`src/rtl/ais_window_monitor.sv`:
```
module ais_window_monitor #(
  parameter int SHORT_WIN = 512,
  parameter int LONG_WIN  = 8192,
  parameter int SHORT_THR = 3,
  parameter int LONG_THR  = 9
) (
  input  logic       clk,
  input  logic       rst_n,
  input  logic       bit_en,
  input  logic       bit_in,
  input  logic [1:0] mode_sel,
  input  logic       irq_en,
  input  logic       irq_clr,
  output logic       ais_status,
  output logic       irq_status,
  output logic       irq
);

  localparam int CW  = $clog2(LONG_WIN);
  localparam int ZW  = $clog2(LONG_THR + 1);
  localparam logic [1:0] M_DUAL = 2'b00;
  localparam logic [1:0] M_LONG = 2'b10;

  logic [1:0]    mode_q;
  logic [CW-1:0] bit_cnt;
  logic [ZW-1:0] zero_cnt;
  logic          pair_vld, pair_low;
  logic          ais_next;

  wire           long_mode = (mode_q == M_LONG);
  wire           dual_mode = (mode_q == M_DUAL);
  wire [CW-1:0]  last_idx  = long_mode ? CW'(LONG_WIN - 1) : CW'(SHORT_WIN - 1);
  wire [ZW-1:0]  thr       = long_mode ? ZW'(LONG_THR) : ZW'(SHORT_THR);
  wire           mode_chg  = (mode_sel != mode_q);
  wire           take      = bit_en && !mode_chg;
  wire           win_end   = take && (bit_cnt == last_idx);
  wire [ZW-1:0]  zero_next = (!bit_in && zero_cnt != ZW'(LONG_THR)) ? zero_cnt + 1'b1 : zero_cnt;
  wire           win_low   = (zero_next < thr);

  always_comb begin
    ais_next = ais_status;
    if (win_end) begin
      if (!dual_mode) ais_next = win_low;
      else if (pair_vld && pair_low == win_low) ais_next = win_low;
    end
  end

  always_ff @(posedge clk) begin
    if (!rst_n) begin
      mode_q   <= M_DUAL;
      bit_cnt  <= '0;
      zero_cnt <= '0;
      pair_vld <= 1'b0;
      pair_low <= 1'b0;
    end else if (mode_chg) begin
      mode_q   <= mode_sel;
      bit_cnt  <= '0;
      zero_cnt <= '0;
      pair_vld <= 1'b0;
    end else if (win_end) begin
      bit_cnt  <= '0;
      zero_cnt <= '0;
      pair_vld <= 1'b1;
      pair_low <= win_low;
    end else if (take) begin
      bit_cnt  <= bit_cnt + 1'b1;
      zero_cnt <= zero_next;
    end
  end

  always_ff @(posedge clk) begin
    if (!rst_n) begin
      ais_status <= 1'b0;
      irq_status <= 1'b0;
    end else begin
      ais_status <= ais_next;
      if (ais_next != ais_status && irq_en) irq_status <= 1'b1;
      else if (irq_clr)                     irq_status <= 1'b0;
    end
  end

  assign irq = irq_status & irq_en;

  AST_ZERO_SAT: assert property (@(posedge clk) disable iff (!rst_n) zero_cnt <= ZW'(LONG_THR));
  AST_WIN_BOUND: assert property (@(posedge clk) disable iff (!rst_n) bit_cnt <= last_idx);
  AST_STATUS_AT_EDGE: assert property (@(posedge clk) disable iff (!rst_n) !win_end |=> $stable(ais_status));
  AST_MODE_KEEPS: assert property (@(posedge clk) disable iff (!rst_n) mode_chg |=> $stable(ais_status));
  AST_IRQ_RISE: assert property (@(posedge clk) disable iff (!rst_n) ($rose(ais_status) && $past(irq_en)) |-> irq_status);
  AST_IRQ_FALL: assert property (@(posedge clk) disable iff (!rst_n) ($fell(ais_status) && $past(irq_en)) |-> irq_status);
  AST_IRQ_HOLD: assert property (@(posedge clk) disable iff (!rst_n) (irq_status && !irq_clr) |=> irq_status);
  AST_IRQ_GATED: assert property (@(posedge clk) disable iff (!rst_n) (!irq_en && !irq_status) |=> !irq_status);

endmodule

```
`config.mk`:
```
export PLATFORM = sky130hd
export DESIGN_NAME = ais_window_monitor
export DESIGN_NICKNAME = d
export VERILOG_FILES = /design/src/rtl/ais_window_monitor.sv
export SDC_FILE = /design/constraint.sdc
export NUM_CORES = 1
export LEC_CHECK = 0
export BUFFER_PORTS_ARGS = -buffer_cell sky130_fd_sc_hd__buf_2
export CAP_MARGIN = 20
export CORE_ASPECT_RATIO = 1.25
export CORE_MARGIN = 4
export CORE_UTILIZATION = 33
export DETAILED_ROUTE_END_ITERATION = 8
export PLACE_DENSITY = 0.56
export SLEW_MARGIN = 20
export SYNTH_ARGS = -nofsm -noshare
export SYNTH_HDL_FRONTEND = slang
export SYNTH_SLANG_ARGS = --single-unit
```
`constraint.sdc`:
```
create_clock -name clk -period 6.9 [get_ports clk]
set_input_delay 1.38 -clock clk [delete_from_list [all_inputs] [get_ports clk]]
set_output_delay 1.38 -clock clk [all_outputs]
set_load 0.05 [all_outputs]
```
==> impl_results.md, run 1 <==
* Status: finished, final reports clean
* Vias per std cell at 4.75
* Relative slew slack at 40.1%
* Reg2Reg Setup Slack at 4.44 ns
* VDD IR max at 69.0 µV
* Number of max-cap violations at 0
* Cells after DPL at 205
* RSZ-0062 raised after global routing: false
* Via count at 993
* Leakage at 0.503 nW
* Family with the most delay on the worst path: buffers and inverters
* Dpl ws at 3.52 ns
* Initial DRC count at 38
* DRT antenna net count at 0
* R2R Path End: pair_low
* Syn Area/Cell at 8.94 µm²
* Post-synth cell types at 38
* Critical path class: in -> out
* Largest net degree at the start of global routing at 16
* Mapped cell area at 1300 µm²
* Post-Route WL at 2640 µm
* Worst hold-check path type: reg -> reg
* Antenna fix cells at 0
* Hold Crit Start: bit_cnt[1]
* Post-route worst setup slack at 3.70 ns
* Final GP Congestion at 0.800
* Die height at 78.1 µm
* Clk root buf: clkbuf_8
* IO Port Bufs at 10
* Htree depth at 1
* Area grow syn2layout at 9.56%
* Async SR Flop Fraction at 0%
* Remaining DRCs at 0
* CTS tree: yes
* Syn nets at 158
* Clk sinks at 23
* Site Rows at 25
* Die width at 64.1 µm
* Clock-pin transition on the worst setup and hold timing paths at 0.08 ns
* CTS Buf Count at 3
* Hold endpoint: bit_cnt[1]
* Worst-margin pin slew at 0.886 ns
* Filler cell count at 396
* Die Area at 5000 µm²
* Max Fanout on Critical Path at 2
* Total negative setup slack at 0 ns
* WHS Path Cells at 2
* Syn. warnings at 0
* Share of cells above drive strength 1 at 18.1%
* Postcts setup bufs at 0
* Top cell by count, worst path: buf_2
* Core Area at 3780 µm²
* Final core occ at 37.5%
* Clk_lat worst skew at 0.27 ns
* Ports at 11
* Total track usage at 11.3%
* CP max stage cell: buf_2
* Vias in the first global route at 971
* Power density cells at 168 nW/µm²
* Initial antenna violation count at 0
* Clock Skews at 0.00856 ns
* Tcrit/Tclk final at 46.4%
* Hold buffer count at cts at 0
* Max-slew violations at 0
* Initial Utilization at 34.2%
* Post-DP HPWL at 2050 µm
* FF+latch count, synth at 23
* WP buf/inv at 2
* Fin crit period at 3.20 ns
* Worst-path cell chain: buf_2 -> and2_1 -> buf_2
* Register area share after synthesis at 35.5%
* CP endpoint kind: output port
* Reg2Reg Depth at 9
* WP data required at 5.52 ns
* Syn Inst Count at 145
* 1st-pass router iterations at 4
* Final setup viols at 0
* Post-synth top flop: dfxtp_1
* Number of synthesized flops with an enable pin at 0
* WL/cell at 12.7 µm
* Crit path DAT at 1.82 ns
* Final non-filler cell total at 209
* Max Freq at 0.312 GHz
* Post-cts sizing count at 0
* Fin nets at 169
* Worst r2r src: zero_cnt[1]
* Final hold vios at 0
* Worst setup SP type: input port
* Clock tree buffer depth at 2
* Total grt overflow at 0
* Global-route wire length before repair at 4420 µm
* Largest stage delay, worst path at 0.25 ns
## Yosys cell counts, types with 3 or more instances
master	n	area, µm²
ha_1	5	62.6
a21oi_1	3	15.0
nor2_4	3	33.8
nand2_1	17	63.8
nand3b_1	4	30.0
mux2i_1	3	30.0
nor2_2	7	43.8
nand4_1	4	25.0
xnor2_1	6	52.6
nor2_1	11	41.3
inv_1	5	18.8
and2_1	3	18.8
nand3_1	9	45.0
dfxtp_1	23	460
xor2_1	14	123
## placed cells by master (no fill, tap or decap), types with 2 or more instances in the layout
master    count
a21oi_1       3
inv_1         5
nor2_4        3
buf_2        10
dfxtp_1      23
nand3b_1      4
nor2_2        7
nor2_1       11
and2_1        3
o21a_1        2
clkbuf_8      3
ha_1          5
nand4_1       4
o32ai_1       2
nand2b_1      2
nand3_1       9
mux2i_1       3
xor2_1       14
nand2_1      17
xnor2_1       6
## layer usage
layer  global-route usage, %  vias to the layer above  wire [µm]
met1                    13.6                      466       1240
li1                        -                      515          -
met2                    18.7                        7       1300
met3                    2.15                        5         44
met4                    6.48                        0         60
met5                       0                        -          0
## metrics by stage
step           instance area [µm²]  power, mW  hold WS [ns]
6_report                      1420      0.239         0.491
5_1_grt                       1420      0.249         0.526
4_1_cts                       1410      0.241         0.492
3_5_place_dp                  1370      0.156         0.481
3_3_place_gp                  1370      0.155         0.480
2_1_floorplan                 1300      0.153         0.451
## worst reg2reg max path: cells and delay by family (launching register included)
kind	cells	cell delay, ns
buffers and inverters	1	0.07
adder cells (fa/ha/maj)	2	0.48
flip-flops	1	0.39
AO/OA/AOI/OAI	2	0.64
AND/OR/NAND/NOR	2	0.40
multiplexers	2	0.39
## worst max-delay path by stage
| stage | start | to | slack [ns] | cells past startpoint |
|---|---|---|---|---|
| finish | irq_en | irq | 3.70 | 3 |
| global route | irq_en | irq | 3.67 | 3 |
| CTS | irq_en | irq | 3.70 | 3 |
| detailed placement | mode_sel[0] | bit_cnt[6] | 3.52 | 6 |
| global placement | bit_in | pair_low | 3.64 | 8 |
| floorplan | irq_en | irq | 3.73 | 1 |
## cells by family after synthesis
logic type / count (synthesis) / synth area share [%]
XOR/XNOR: 20 / 13.5
AO/OA/AOI/OAI: 15 / 8.01
multiplexers: 3 / 2.32
AND/OR/NAND/NOR: 70 / 30.8
adder cells (fa/ha/maj): 5 / 4.83
flip-flops: 23 / 35.5
buffers and inverters: 9 / 5.02
## layout make-up
cell class | instances | area (µm²) | area share [%]
inverter | 5 | 18.8 | 1.32
tap | 54 | 67.6 | 4.76
clock buffer | 3 | 41.3 | 2.91
clock inverter | 1 | 5.00 | 0.352
sequential | 23 | 460 | 32.4
timing repair buffer | 10 | 50.0 | 3.52
multi-input combinational | 113 | 777 | 54.7
## where the power goes
group	internal [mW]	leakage [nW]	total (mW)	switching, mW
combinational	0.00692	0.292	0.0185	0.0116
sequential	0.133	0.186	0.135	0.00119
clock	0.0404	0.0255	0.0858	0.0454
## registers in the layout (all words and copies together), names as in the netlist
register / count
zero_cnt: 4
bit_cnt: 13
irq_status: 1
ais_status: 1
pair_vld: 1
mode_q: 2
pair_low: 1
(Power assumes the default switching activity.)
==> inputs of run 2 (changes only) <==
--- a/config.mk
+++ b/config.mk
@@ -11,7 +11,7 @@
 export CORE_MARGIN = 4
 export CORE_UTILIZATION = 33
 export DETAILED_ROUTE_END_ITERATION = 8
-export PLACE_DENSITY = 0.56
+export PLACE_DENSITY = 0.58
 export SLEW_MARGIN = 20
 export SYNTH_ARGS = -nofsm -noshare
 export SYNTH_HDL_FRONTEND = slang
==> constraint.sdc (replaced) <==
create_clock -name clk -period 2.79 [get_ports clk]
set_input_delay 0.558 -clock clk [delete_from_list [all_inputs] [get_ports clk]]
set_output_delay 0.558 -clock clk [all_outputs]
set_load 0.05 [all_outputs]
==> run 2 against run 1 <==
Wire length shrank 4.6%. Core utilization rose by 0.43 points. First-iteration DRC count grew 42%. Largest cell class unchanged. Critical path type is now reg -> reg. Critical endpoint is now pair_low. Sequential power rose by 150%. Design area increased by 1.1%. Total power rose by 150%. Critical path depth rose by 6. Worst hold slack worse by 0.0039 ns. Cell count increased by 1.4%. Sequential share of layout area fell by 0.37 points.
==> impl_results.md, run 2 (same netlist as run 1, synthesis figures left out) <==
* Hold Slack at 0.487 ns (was 0.491 ns)
* Status: finished, final reports clean (unchanged)
* Initial DRC count at 54 (was 38)
* Clk root buf: clkbuf_8 (unchanged)
* Post-route worst setup slack at 0.301 ns (was 3.70 ns)
* Site Rows at 25 (unchanged)
* Top Layer Used: met4 (unchanged)
* Share of cells above drive strength 1 at 19.0% (was 18.1%)
* CTS tree: yes (unchanged)
* Core Area at 3780 µm² (unchanged)
* Initial antenna violation count at 0 (unchanged)
* Max-slew violations at 0 (unchanged)
* Post-route cell area at 1440 µm² (was 1420 µm²)
* Max Freq at 0.402 GHz
* Leakage at 0.517 nW (was 0.503 nW)
* Total track usage at 10.9% (was 11.3%)
* Postcts setup bufs at 0 (unchanged)
* Max Fanout on Critical Path at 4 (was 2)
* DRT met1 WL at 1100 µm (was 1240 µm)
* IO Port Bufs at 10 (unchanged)
* Fin crit period at 2.49 ns
* Die Area at 5000 µm² (unchanged)
* Initial Utilization at 34.2% (unchanged)
* WHS Path Cells at 2 (unchanged)
* Commonest non-fill, non-tap cell in the layout: dfxtp_1 (unchanged)
* VDD IR max at 152 µV (was 69.0 µV)
* DRT antenna net count at 0 (unchanged)
* Final GP Congestion at 0.798 (was 0.800)
* Top reg by flops: bit_cnt (unchanged)
* Area grow syn2layout at 10.8% (was 9.56%)
* Antenna fix cells at 0 (unchanged)
* Vias in the first global route at 1007 (was 971)
* Power density cells at 409 nW/µm² (was 168 nW/µm²)
* CTS Buf Count at 3 (unchanged)
* Post-DP HPWL at 1990 µm (was 2050 µm)
* Critical path class: reg -> reg (was in -> out)
* Clock tree buffer depth at 2 (unchanged)
* Die width at 64.1 µm (unchanged)
* Clock Skews at 0.00339 ns (was 0.00856 ns)
* Ports at 11 (unchanged)
* Final setup viols at 0 (unchanged)
* Largest stage delay, worst path at 0.39 ns (was 0.25 ns)
* Total grt overflow at 0 (unchanged)
* Worst-path cell chain: inv_1 -> ha_1 -> a31oi_1 -> mux2i_1 -> ha_1 -> nand3b_1 -> mux2i_1 -> or2_2 -> o32ai_1 (was buf_2 -> and2_1 -> buf_2)
* Remaining DRCs at 0 (unchanged)
* Post-Route WL at 2520 µm (was 2640 µm)
* Dpl ws at 0.351 ns (was 3.52 ns)
* Largest net degree at the start of global routing at 14 (was 16)
* Commonest cells after routing, fill and taps aside: 23 x dfxtp_1, 17 x nand2_1, 14 x xor2_1 (unchanged)
* Met3 Wirelength at 84 µm (was 44 µm)
* Number of max-cap violations at 0 (unchanged)
* Crit path DAT at 2.65 ns (was 1.82 ns)
* Clk sinks at 23 (unchanged)
* WP data required at 2.95 ns (was 5.52 ns)
* WL/cell at 11.9 µm (was 12.7 µm)
* Global-route wire length before repair at 4290 µm (was 4420 µm)
* Final core occ at 38.0% (was 37.5%)
* Largest register FFs at 13 (unchanged)
* Total negative setup slack at 0 ns (unchanged)
* Reg2Reg Depth at 9 (unchanged)
* Worst setup SP type: flop (was input port)
* CP max stage cell: dfxtp_1 (was buf_2)
* RSZ-0062 raised after global routing: false (unchanged)
* Hold buffer count at cts at 0 (unchanged)
* Worst hold-check path type: reg -> reg (unchanged)
* DR WL met2 at 1300 µm (about the same)
* Fin nets at 172 (was 169)
* Die height at 78.1 µm (unchanged)
* Biggest registers after layout: bit_cnt: 13 flops, zero_cnt: 4 flops, mode_q: 2 flops (unchanged)
* Final non-filler cell total at 212 (was 209)
* Tcrit/Tclk final at 89.2%
* Via count at 1018 (was 993)
* Worst-margin pin slew at 0.426 ns (was 0.886 ns)
* Post-cts sizing count at 0 (unchanged)
* Clk_lat worst skew at 0.27 ns (about the same)
* Total placed instance area at 1390 µm² (was 1370 µm²)
* Relative slew slack at 71.5% (was 40.1%)
* Cells after DPL at 208 (was 205)
* Clock-pin transition on the worst setup and hold timing paths at 0.08 ns (about the same)
* Overall Power at 0.587 mW (was 0.239 mW)
* CP endpoint kind: flop (was output port)
* Vias per std cell at 4.80 (was 4.75)
* 1st-pass router iterations at 4 (unchanged)
* Final hold vios at 0 (unchanged)
* Htree depth at 1 (unchanged)
-- run 2: critical path, delay by kind of cell (launching register included) --
kind                     cells  cell delay [ns]
flip-flops                   1             0.39
AND/OR/NAND/NOR              2             0.40
buffers and inverters        1             0.08
adder cells (fa/ha/maj)      2             0.49
multiplexers                 2             0.40
AO/OA/AOI/OAI                2             0.62
-- run 2: report_power, final --
part           leakage, nW  total [mW]  internal [mW]  switching [mW]
Combinational        0.306      0.0459         0.0183          0.0276
Clock               0.0255       0.208         0.0998           0.108
Sequential           0.186       0.333          0.330         0.00301
Total                0.517       0.587          0.448           0.139
-- run 2: routing by layer --
layer | vias up | global-route usage (%)
li1 | 522 | -
met1 | 476 | 12.1
met2 | 16 | 19.2
met3 | 4 | 1.86
met4 | 0 | 6.05
met5 | - | 0
-- run 2: path summary, 6_finish.rpt --
path / to / startpoint / slack [ns]
worst max-delay path: pair_low / zero_cnt[1] / 0.30
worst min-delay path: bit_cnt[1] / bit_cnt[1] / 0.49
worst max register to register: pair_low / zero_cnt[1] / 0.30
worst min register to register: bit_cnt[1] / bit_cnt[1] / 0.49
-- run 2: layout make-up --
class / instances / area (µm²)
Tap cell: 54 / 67.6
Fill cell: 403 / 2350
Clock buffer: 3 / 41.3
Inverter: 5 / 18.8
Timing Repair Buffer: 13 / 72.6
Multi-Input combinational cell: 113 / 771
Clock inverter: 1 / 5.00
Sequential cell: 23 / 460
